## src/rtl/hcCtrlPkg.sv

```systemverilog
package hcCtrlPkg;
  localparam int DMA_BIT    = 2;
  localparam int INTEN_BIT  = 4;
  localparam int RDWAIT_BIT = 6;
  localparam int IRQRSP_BIT = 7;
  localparam int ABORT_BIT  = 8;
  localparam int CCSD_BIT   = 9;

  typedef struct packed {
    logic lvlWr;
    logic intEnVal;
    logic rdWaitVal;
    logic setDma;
    logic setIrqRsp;
    logic setAbort;
    logic setCcsd;
    logic clrIrqRsp;
    logic clrAbort;
    logic clrCcsd;
  } ctrlStrobeT;

  typedef struct packed {
    logic dma;
    logic irqRsp;
    logic abort;
    logic ccsd;
  } cmdStateT;
endpackage

```

## src/rtl/hcCtrlDecode.sv

```systemverilog
module hcCtrlDecode
  import hcCtrlPkg::*;
#(
  parameter int DATA_W = 16
) (
  input  logic              wrEn,
  input  logic [DATA_W-1:0] wrData,
  input  cmdStateT          cmdState,
  input  logic              irqRespDone,
  input  logic              dataIdle,
  input  logic              ccsdSent,
  output ctrlStrobeT        strobe
);
  localparam logic [DATA_W-1:0] IMPL_MASK =
    (DATA_W'(1) << DMA_BIT) | (DATA_W'(1) << INTEN_BIT) | (DATA_W'(1) << RDWAIT_BIT) |
    (DATA_W'(1) << IRQRSP_BIT) | (DATA_W'(1) << ABORT_BIT) | (DATA_W'(1) << CCSD_BIT);

  logic unusedWr;
  assign unusedWr = ^(wrData & ~IMPL_MASK);

  always_comb begin
    strobe           = '0;
    strobe.lvlWr     = wrEn;
    strobe.intEnVal  = wrData[INTEN_BIT];
    strobe.rdWaitVal = wrData[RDWAIT_BIT];
    // set only when idle: a pending command ignores a repeated 1
    strobe.setDma    = wrEn && wrData[DMA_BIT]    && !cmdState.dma;
    strobe.setIrqRsp = wrEn && wrData[IRQRSP_BIT] && !cmdState.irqRsp;
    strobe.setAbort  = wrEn && wrData[ABORT_BIT]  && !cmdState.abort;
    strobe.setCcsd   = wrEn && wrData[CCSD_BIT]   && !cmdState.ccsd;
    // completion only counts while the command is pending
    strobe.clrIrqRsp = cmdState.irqRsp && irqRespDone;
    strobe.clrAbort  = cmdState.abort  && dataIdle;
    strobe.clrCcsd   = cmdState.ccsd   && ccsdSent;
  end
endmodule

```

## src/rtl/hcCtrlRegFile.sv

```systemverilog
module hcCtrlRegFile
  import hcCtrlPkg::*;
#(
  parameter int DATA_W   = 16,
  parameter int NUM_INT  = 4,
  parameter int DMA_HOLD = 2,
  parameter int CCSD_DLY = 2
) (
  input  logic               clk,
  input  logic               rstN,
  input  ctrlStrobeT         strobe,
  input  logic               cardClkEn,
  input  logic [NUM_INT-1:0] intPending,
  input  logic [NUM_INT-1:0] intUnmask,
  output cmdStateT           cmdState,
  output logic [DATA_W-1:0]  rdData,
  output logic               irqOut,
  output logic               dmaRstOut,
  output logic               readWaitOut,
  output logic               irqRespReq,
  output logic               abortReq,
  output logic               ccsdDrive,
  output logic               cmdDoneSet
);
  localparam int DW = $clog2(DMA_HOLD + 1);
  localparam int CW = $clog2(CCSD_DLY + 1);

  logic          intEn, rdWait, dmaBit, irqRspBit, abortBit, ccsdBit;
  logic [DW-1:0] dmaCnt;
  logic [CW-1:0] tickCnt;
  logic          driveQ, doneQ;

  always_ff @(posedge clk) begin
    if (!rstN) begin
      intEn  <= 1'b0;
      rdWait <= 1'b0;
    end else if (strobe.lvlWr) begin
      intEn  <= strobe.intEnVal;
      rdWait <= strobe.rdWaitVal;
    end
  end

  always_ff @(posedge clk) begin
    if (!rstN) begin
      dmaBit <= 1'b0;
      dmaCnt <= '0;
    end else if (strobe.setDma) begin
      dmaBit <= 1'b1;
      dmaCnt <= DW'(DMA_HOLD);
    end else if (dmaBit) begin
      if (dmaCnt == DW'(1)) dmaBit <= 1'b0;
      dmaCnt <= dmaCnt - DW'(1);
    end
  end

  always_ff @(posedge clk) begin
    if (!rstN) begin
      irqRspBit <= 1'b0;
      abortBit  <= 1'b0;
    end else begin
      if (strobe.setIrqRsp)      irqRspBit <= 1'b1;
      else if (strobe.clrIrqRsp) irqRspBit <= 1'b0;
      if (strobe.setAbort)       abortBit  <= 1'b1;
      else if (strobe.clrAbort)  abortBit  <= 1'b0;
    end
  end

  always_ff @(posedge clk) begin
    if (!rstN) begin
      ccsdBit <= 1'b0;
      tickCnt <= '0;
      driveQ  <= 1'b0;
      doneQ   <= 1'b0;
    end else begin
      doneQ <= 1'b0;
      if (strobe.setCcsd) begin
        ccsdBit <= 1'b1;
        tickCnt <= '0;
        driveQ  <= 1'b0;
      end else if (strobe.clrCcsd) begin
        ccsdBit <= 1'b0;
        driveQ  <= 1'b0;
        doneQ   <= 1'b1;
      end else if (ccsdBit && cardClkEn && !driveQ) begin
        tickCnt <= tickCnt + CW'(1);
        if (tickCnt == CW'(CCSD_DLY - 1)) driveQ <= 1'b1;
      end
    end
  end

  always_comb begin
    rdData             = '0;
    rdData[DMA_BIT]    = dmaBit;
    rdData[INTEN_BIT]  = intEn;
    rdData[RDWAIT_BIT] = rdWait;
    rdData[IRQRSP_BIT] = irqRspBit;
    rdData[ABORT_BIT]  = abortBit;
    rdData[CCSD_BIT]   = ccsdBit;
  end

  assign cmdState    = '{dma: dmaBit, irqRsp: irqRspBit, abort: abortBit, ccsd: ccsdBit};
  assign irqOut      = intEn && |(intPending & intUnmask);
  assign dmaRstOut   = dmaBit;
  assign readWaitOut = rdWait;
  assign irqRespReq  = irqRspBit;
  assign abortReq    = abortBit;
  assign ccsdDrive   = driveQ;
  assign cmdDoneSet  = doneQ;
endmodule

```

## src/rtl/hcCtrlReg.sv

```systemverilog
module hcCtrlReg
  import hcCtrlPkg::*;
#(
  parameter int DATA_W   = 16,
  parameter int NUM_INT  = 4,
  parameter int DMA_HOLD = 2,
  parameter int CCSD_DLY = 2
) (
  input  logic               clk,
  input  logic               rstN,
  input  logic               wrEn,
  input  logic [DATA_W-1:0]  wrData,
  output logic [DATA_W-1:0]  rdData,
  input  logic [NUM_INT-1:0] intPending,
  input  logic [NUM_INT-1:0] intUnmask,
  output logic               irqOut,
  output logic               dmaRstOut,
  output logic               readWaitOut,
  output logic               irqRespReq,
  input  logic               irqRespDone,
  output logic               abortReq,
  input  logic               dataIdle,
  input  logic               cardClkEn,
  output logic               ccsdDrive,
  input  logic               ccsdSent,
  output logic               cmdDoneSet
);
  ctrlStrobeT strobe;
  cmdStateT   cmdState;

  hcCtrlDecode #(.DATA_W(DATA_W)) u_decode (
    .wrEn(wrEn), .wrData(wrData), .cmdState(cmdState),
    .irqRespDone(irqRespDone), .dataIdle(dataIdle), .ccsdSent(ccsdSent),
    .strobe(strobe)
  );

  hcCtrlRegFile #(.DATA_W(DATA_W), .NUM_INT(NUM_INT), .DMA_HOLD(DMA_HOLD),
                  .CCSD_DLY(CCSD_DLY)) u_regs (
    .clk(clk), .rstN(rstN), .strobe(strobe), .cardClkEn(cardClkEn),
    .intPending(intPending), .intUnmask(intUnmask), .cmdState(cmdState),
    .rdData(rdData), .irqOut(irqOut), .dmaRstOut(dmaRstOut),
    .readWaitOut(readWaitOut), .irqRespReq(irqRespReq), .abortReq(abortReq),
    .ccsdDrive(ccsdDrive), .cmdDoneSet(cmdDoneSet)
  );
endmodule

```

## config.mk

```make
export PLATFORM = sky130hd
export DESIGN_NAME = hcCtrlReg
export DESIGN_NICKNAME = d
export VERILOG_FILES = /design/src/rtl/hcCtrlPkg.sv /design/src/rtl/hcCtrlDecode.sv /design/src/rtl/hcCtrlRegFile.sv /design/src/rtl/hcCtrlReg.sv
export SDC_FILE = /design/constraint.sdc
export NUM_CORES = 1
export LEC_CHECK = 0
export ABC_AREA = 1
export CORE_UTILIZATION = 33
export CTS_CLUSTER_DIAMETER = 30
export DETAILED_ROUTE_END_ITERATION = 10
export GPL_ROUTABILITY_DRIVEN = 0
export PLACE_DENSITY = 0.85
export SYNTH_ARGS = -nofsm -noshare
export SYNTH_HDL_FRONTEND = slang
export SYNTH_SLANG_ARGS = --single-unit
export TNS_END_PERCENT = 5
```

## constraint.sdc

```tcl
create_clock -name clk -period 1.68 [get_ports clk]
set_input_delay 0.336 -clock clk [delete_from_list [all_inputs] [get_ports clk]]
set_output_delay 0.336 -clock clk [all_outputs]
set_load 0.03 [all_outputs]
```

# Yosys cells after proc, flatten, opt, wreduce, memory -nomap -nowiden
# Cells that the tools add are included.
# word_totals
reg_bits	12
inputBits	31
out_inout_bits	23
word_cells	59
# classes
add_sub_neg	2
eq_ne	2
mux	12
n_bitwise	3
reduce_logical	29
# ops
operator	n
1-bit logical AND	14
1-bit two-way mux	10
2-bit nonzero test	4
1-bit logical NOT	5
4-bit bitwise AND	1
2-bit by 1-bit equality test with 1-bit output (second input constant)	2
2-bit two-way mux	2
2-bit AND reduction	2
2-bit OR reduction	2
4-bit OR reduction	1
3-bit OR reduction	1
2-bit by 1-bit adder with 2-bit output (second input constant)	1
1-bit inverter	2
2-bit by 1-bit subtractor with 2-bit output (second input constant)	1

# Logic depth before layout (Yosys ltp)
# depth
depth_word	4
depth_mapped	5

# Hierarchy
# Synthesis repeated with hierarchy kept, for this count alone.
# hier_totals
cells_unflattened	107
area_unflattened_um2	733.2
# by_module_without_submodules
mod	n_inst	cells_each	area_each_um2	seq_area_each_um2
hcCtrlRegFile	1	90	658.1	240.2
hcCtrlDecode	1	17	75.1	0.0

# Worst setup path before layout
# No wires, ideal clock.
# synth_path
path_kind	register -> output
from	register u_regs.dmaBit, in the netlist u_regs.dmaRstOut
to	output port rdData[2]
t_arrival_ns	0.793
t_required_ns	1.344
setup_slack_ns	0.551
path_stages_with_launch	2
n_path_buf	1
path_cell_list	dfxtp_1 -> buf_4
# synth_lines
element	line	rtl
start, declared	hcCtrlRegFile.sv:28	logic intEn, rdWait, dmaBit, irqRspBit, abortBit, ccsdBit;
start signal, assigned	hcCtrlRegFile.sv:45	dmaBit <= 1'b0;
start signal, assigned	hcCtrlRegFile.sv:48	dmaBit <= 1'b1;
start signal, assigned	hcCtrlRegFile.sv:51	if (dmaCnt == DW'(1)) dmaBit <= 1'b0;
end, declared	hcCtrlReg.sv:13	output logic [DATA_W-1:0] rdData,
# No word-level cell between the ends.

# Worst setup path in the final report
# layout_path
from	register u_regs.intEn
to	output port rdData[4]
# layout_lines
element	line	rtl
start, declared	hcCtrlRegFile.sv:28	
start signal, assigned	hcCtrlRegFile.sv:38	intEn <= strobe.intEnVal;
# No word-level cell between the ends.

==> results.py <==
metrics = {
    "clocking": {
        "clk-insertion-delay-late_ns": 0.26,
        "cts-root-buf": "clkbuf_4",
        "hold_buffers": 0,
        "cts_buffers": 3,
        "tritoncts": "built",
        "clockBufferDepth": 2,
        "clock-sinks": 12,
        "path_clk_slew_ns": 0.07,
        "postCtsSetupRepairBufs": 0,
        "h-tree-depth": 1,
    },
    "global_routing": {
        "grt_pass1_vias": 529,
        "met2_usage_pct": 24.2,
        "track_usage_pct": 14.1,
        "grt_pass1_wl_um": 2060,
        "antenna_found_initial": 0,
        "grt_start_max_net_pins": 8,
        "top_usage_layer": "met2",
        "met3_usage_pct": 2.75,
        "gr-total-overflow": 0,
        "grt_use_met1_pct": 15.7,
    },
    "pwr": {
        "leakage_uw": 0.000525,
        "total_power_uw": 689,
        "ir_drop_v": 0.000408,
        "power_density_mw_per_mm2": 720,
    },
    "worst_setup_path": {
        "path_max_fanout": 3,
        "endpoint_kind": "output port",
        "reg2reg_slack_ns": 0.72,
        "slowest_delay_ns": 0.68,
        "cp_top_family": "buffers and inverters",
        "crit_path_start_kind": "register",
        "startpoint": "u_regs.intEn",
        "worstSetupPathType": "register to output port",
        "crit_required_ns": 1.34,
        "cpMaxStageDelayCell": "clkdlybuf4s50_1",
        "critPathArrivalTime_ns": 1.29,
        "crit_chain": "clkdlybuf4s50_1",
        "crit_buf_inv": 1,
        "rr_startpoint": "u_regs.dmaCnt[1]",
    },
    "floorplanning": {
        "initial_core_util_pct": 36.1,
        "die_area_mm2": 0.00213,
        "die_x_um": 46.1,
        "pin_count": 54,
        "die_h_um": 46.1,
        "coreArea_mm2": 0.00178,
        "rows": 15,
    },
    "worst_hold_path": {
        "hold_class": "register to register",
        "hold_start": "u_regs.tickCnt[1]",
    },
    "synthesis": {
        "ys_top_cells_by_area": "dfxtp_1 (37%), buf_4 (19%), nand2_1 (11%)",
        "ys_seq_area_share_pct": 37.4,
        "syn_area_per_cell_um2": 7.07,
        "synth_area_um2": 643,
        "synth_area_leader_cell": "dfxtp_1",
        "synth_seq_cells": 12,
        "yosysWarnings": 0,
        "syn_inst": 91,
        "synth_top_area_share_pct": 37.4,
        "synth_cell_types": 16,
    },
    "final_layout": {
        "diodes": 0,
        "nets": 156,
        "syn2layout_area_growth_pct": 48.8,
        "drive_gt1_share_pct": 5.79,
        "post-route-util_pct": 53.7,
    },
    "timing": {
        "rsz0062_at_grt": "false",
        "period_minus_slack_ns": 1.63,
        "period_share_pct": 96.9,
        "setup_tns_ns": 0,
        "maxSlewViolCount": 0,
        "setup_viol": 0,
        "fmax_ghz": 0.614,
        "clock_skew_ns": 0.00142,
        "hold_viol": 0,
    },
    "detailed_routing": {
        "viasPerCell": 4.38,
        "vias": 640,
        "drtPass1Iterations": 4,
        "drtAntennaViolNets": 0,
        "drc_errors": 0,
        "drtIter0Drc": 17,
        "post_drt_wl_per_cell_um": 9.14,
        "wl_um": 1330,
    },
    "flow_run": {
        "maxCapViolCount": 0,
    },
    "placed_design": {
        "dp_hpwl_um": 1060,
        "port_buffers": 33,
    },
    "run_status": {
        "status": "complete, no violations",
    },
}
## cell families (layout without fill, tap and decap cells)
| group | Yosys count | count (layout) | synth area share, % |
|---|---|---|---|
| flip-flops | 12 | 12 | 37.4 |
| XOR/XNOR | 1 | 1 | 1.36 |
| AND/OR/NAND/NOR | 42 | 42 | 25.9 |
| other | 1 | 10 | 0.583 |
| adder cells (fa/ha/maj) | 2 | 2 | 3.89 |
| buffers and inverters | 23 | 44 | 22.8 |
| AO/OA/AOI/OAI | 10 | 10 | 8.17 |
## through the flow
stage                     cells  cell area, um2  hold slack (ns)  worst slack (ns)
after floorplan             100             677            0.452             0.551
after global placement      143             923            0.466             0.165
after detailed placement    143             923            0.494             0.164
after CTS                   146             942            0.510           0.00452
after global routing        146             957            0.537           0.00325
final                       146             957            0.503            0.0526
## synth_stat cells
library cell / count
a21oi_1: 6
and2_1: 1
buf_4: 16
conb_1: 1
dfxtp_1: 12
ha_1: 2
inv_1: 6
inv_2: 1
nand2_1: 19
nand3_1: 2
nor2_1: 18
nor2_2: 1
nor3_1: 1
o21a_1: 1
o21ai_0: 3
xnor2_1: 1
## power breakdown
group / internal (uW) / switching, uW
combinational: 88.9 / 116
clock: 82.7 / 86.3
sequential: 301 / 14.2
total: 473 / 217
## cells in the final DEF (no fill, tap or decap)
master / synthesis / final
clkdlybuf4s50_1: 0 / 23
nand2_1: 19 / 19
nor2_1: 18 / 18
dfxtp_1: 12 / 12
conb_1: 1 / 10
inv_1: 6 / 6
a21oi_1: 6 / 6
dlymetal6s2s_1: 0 / 6
o21ai_0: 3 / 3
clkbuf_4: 0 / 3
dlygate4sd2_1: 0 / 3
nand3_1: 2 / 2
ha_1: 2 / 2
buf_4: 16 / 2
o21a_1: 1 / 1
inv_2: 1 / 1
xnor2_1: 1 / 1
nor3_1: 1 / 1
nor2_2: 1 / 1
and2_1: 1 / 1
## final timing paths
check	endpoint	cells past startpoint
setup / recovery	rdData[4]	1
hold / removal	u_regs.tickCnt[1]	2
hold reg to reg	u_regs.tickCnt[1]	2
setup reg to reg	u_regs.dmaCnt[1]	4
## cell type report
cell class              count  area (um2)
well taps                  25        31.3
flip-flops and latches     12         240
multi-input cells          65         290
inverters                   7        26.3
fillers                   176         826
repair buffers             34         347
clock buffers               3        22.5
## repair_timing
| action | CTS | global route |
|---|---|---|
| endpoints found under the setup margin | 3 | 6 |
| pin swaps | 0 | 0 |
| resized for setup | 3 | 6 |
## sequential cells by signal, summed over array words and instances (netlist names)
register	cells
u_regs.abortReq	1
u_regs.irqRespReq	1
u_regs.readWaitOut	1
u_regs.dmaCnt	2
u_regs.intEn	1
u_regs.dmaRstOut	1
u_regs.tickCnt	2
u_regs.cmdDoneSet	1
u_regs.ccsdBit	1
u_regs.ccsdDrive	1
## layer usage
layer  share of wire, %  vias to the layer above
li1                   -                      321
met1                 39                      274
met2                 47                       43
met3                 13                        2
met4               0.82                        0
met5                  0                        -
Note: power is estimated with default switching activity, not from simulation.
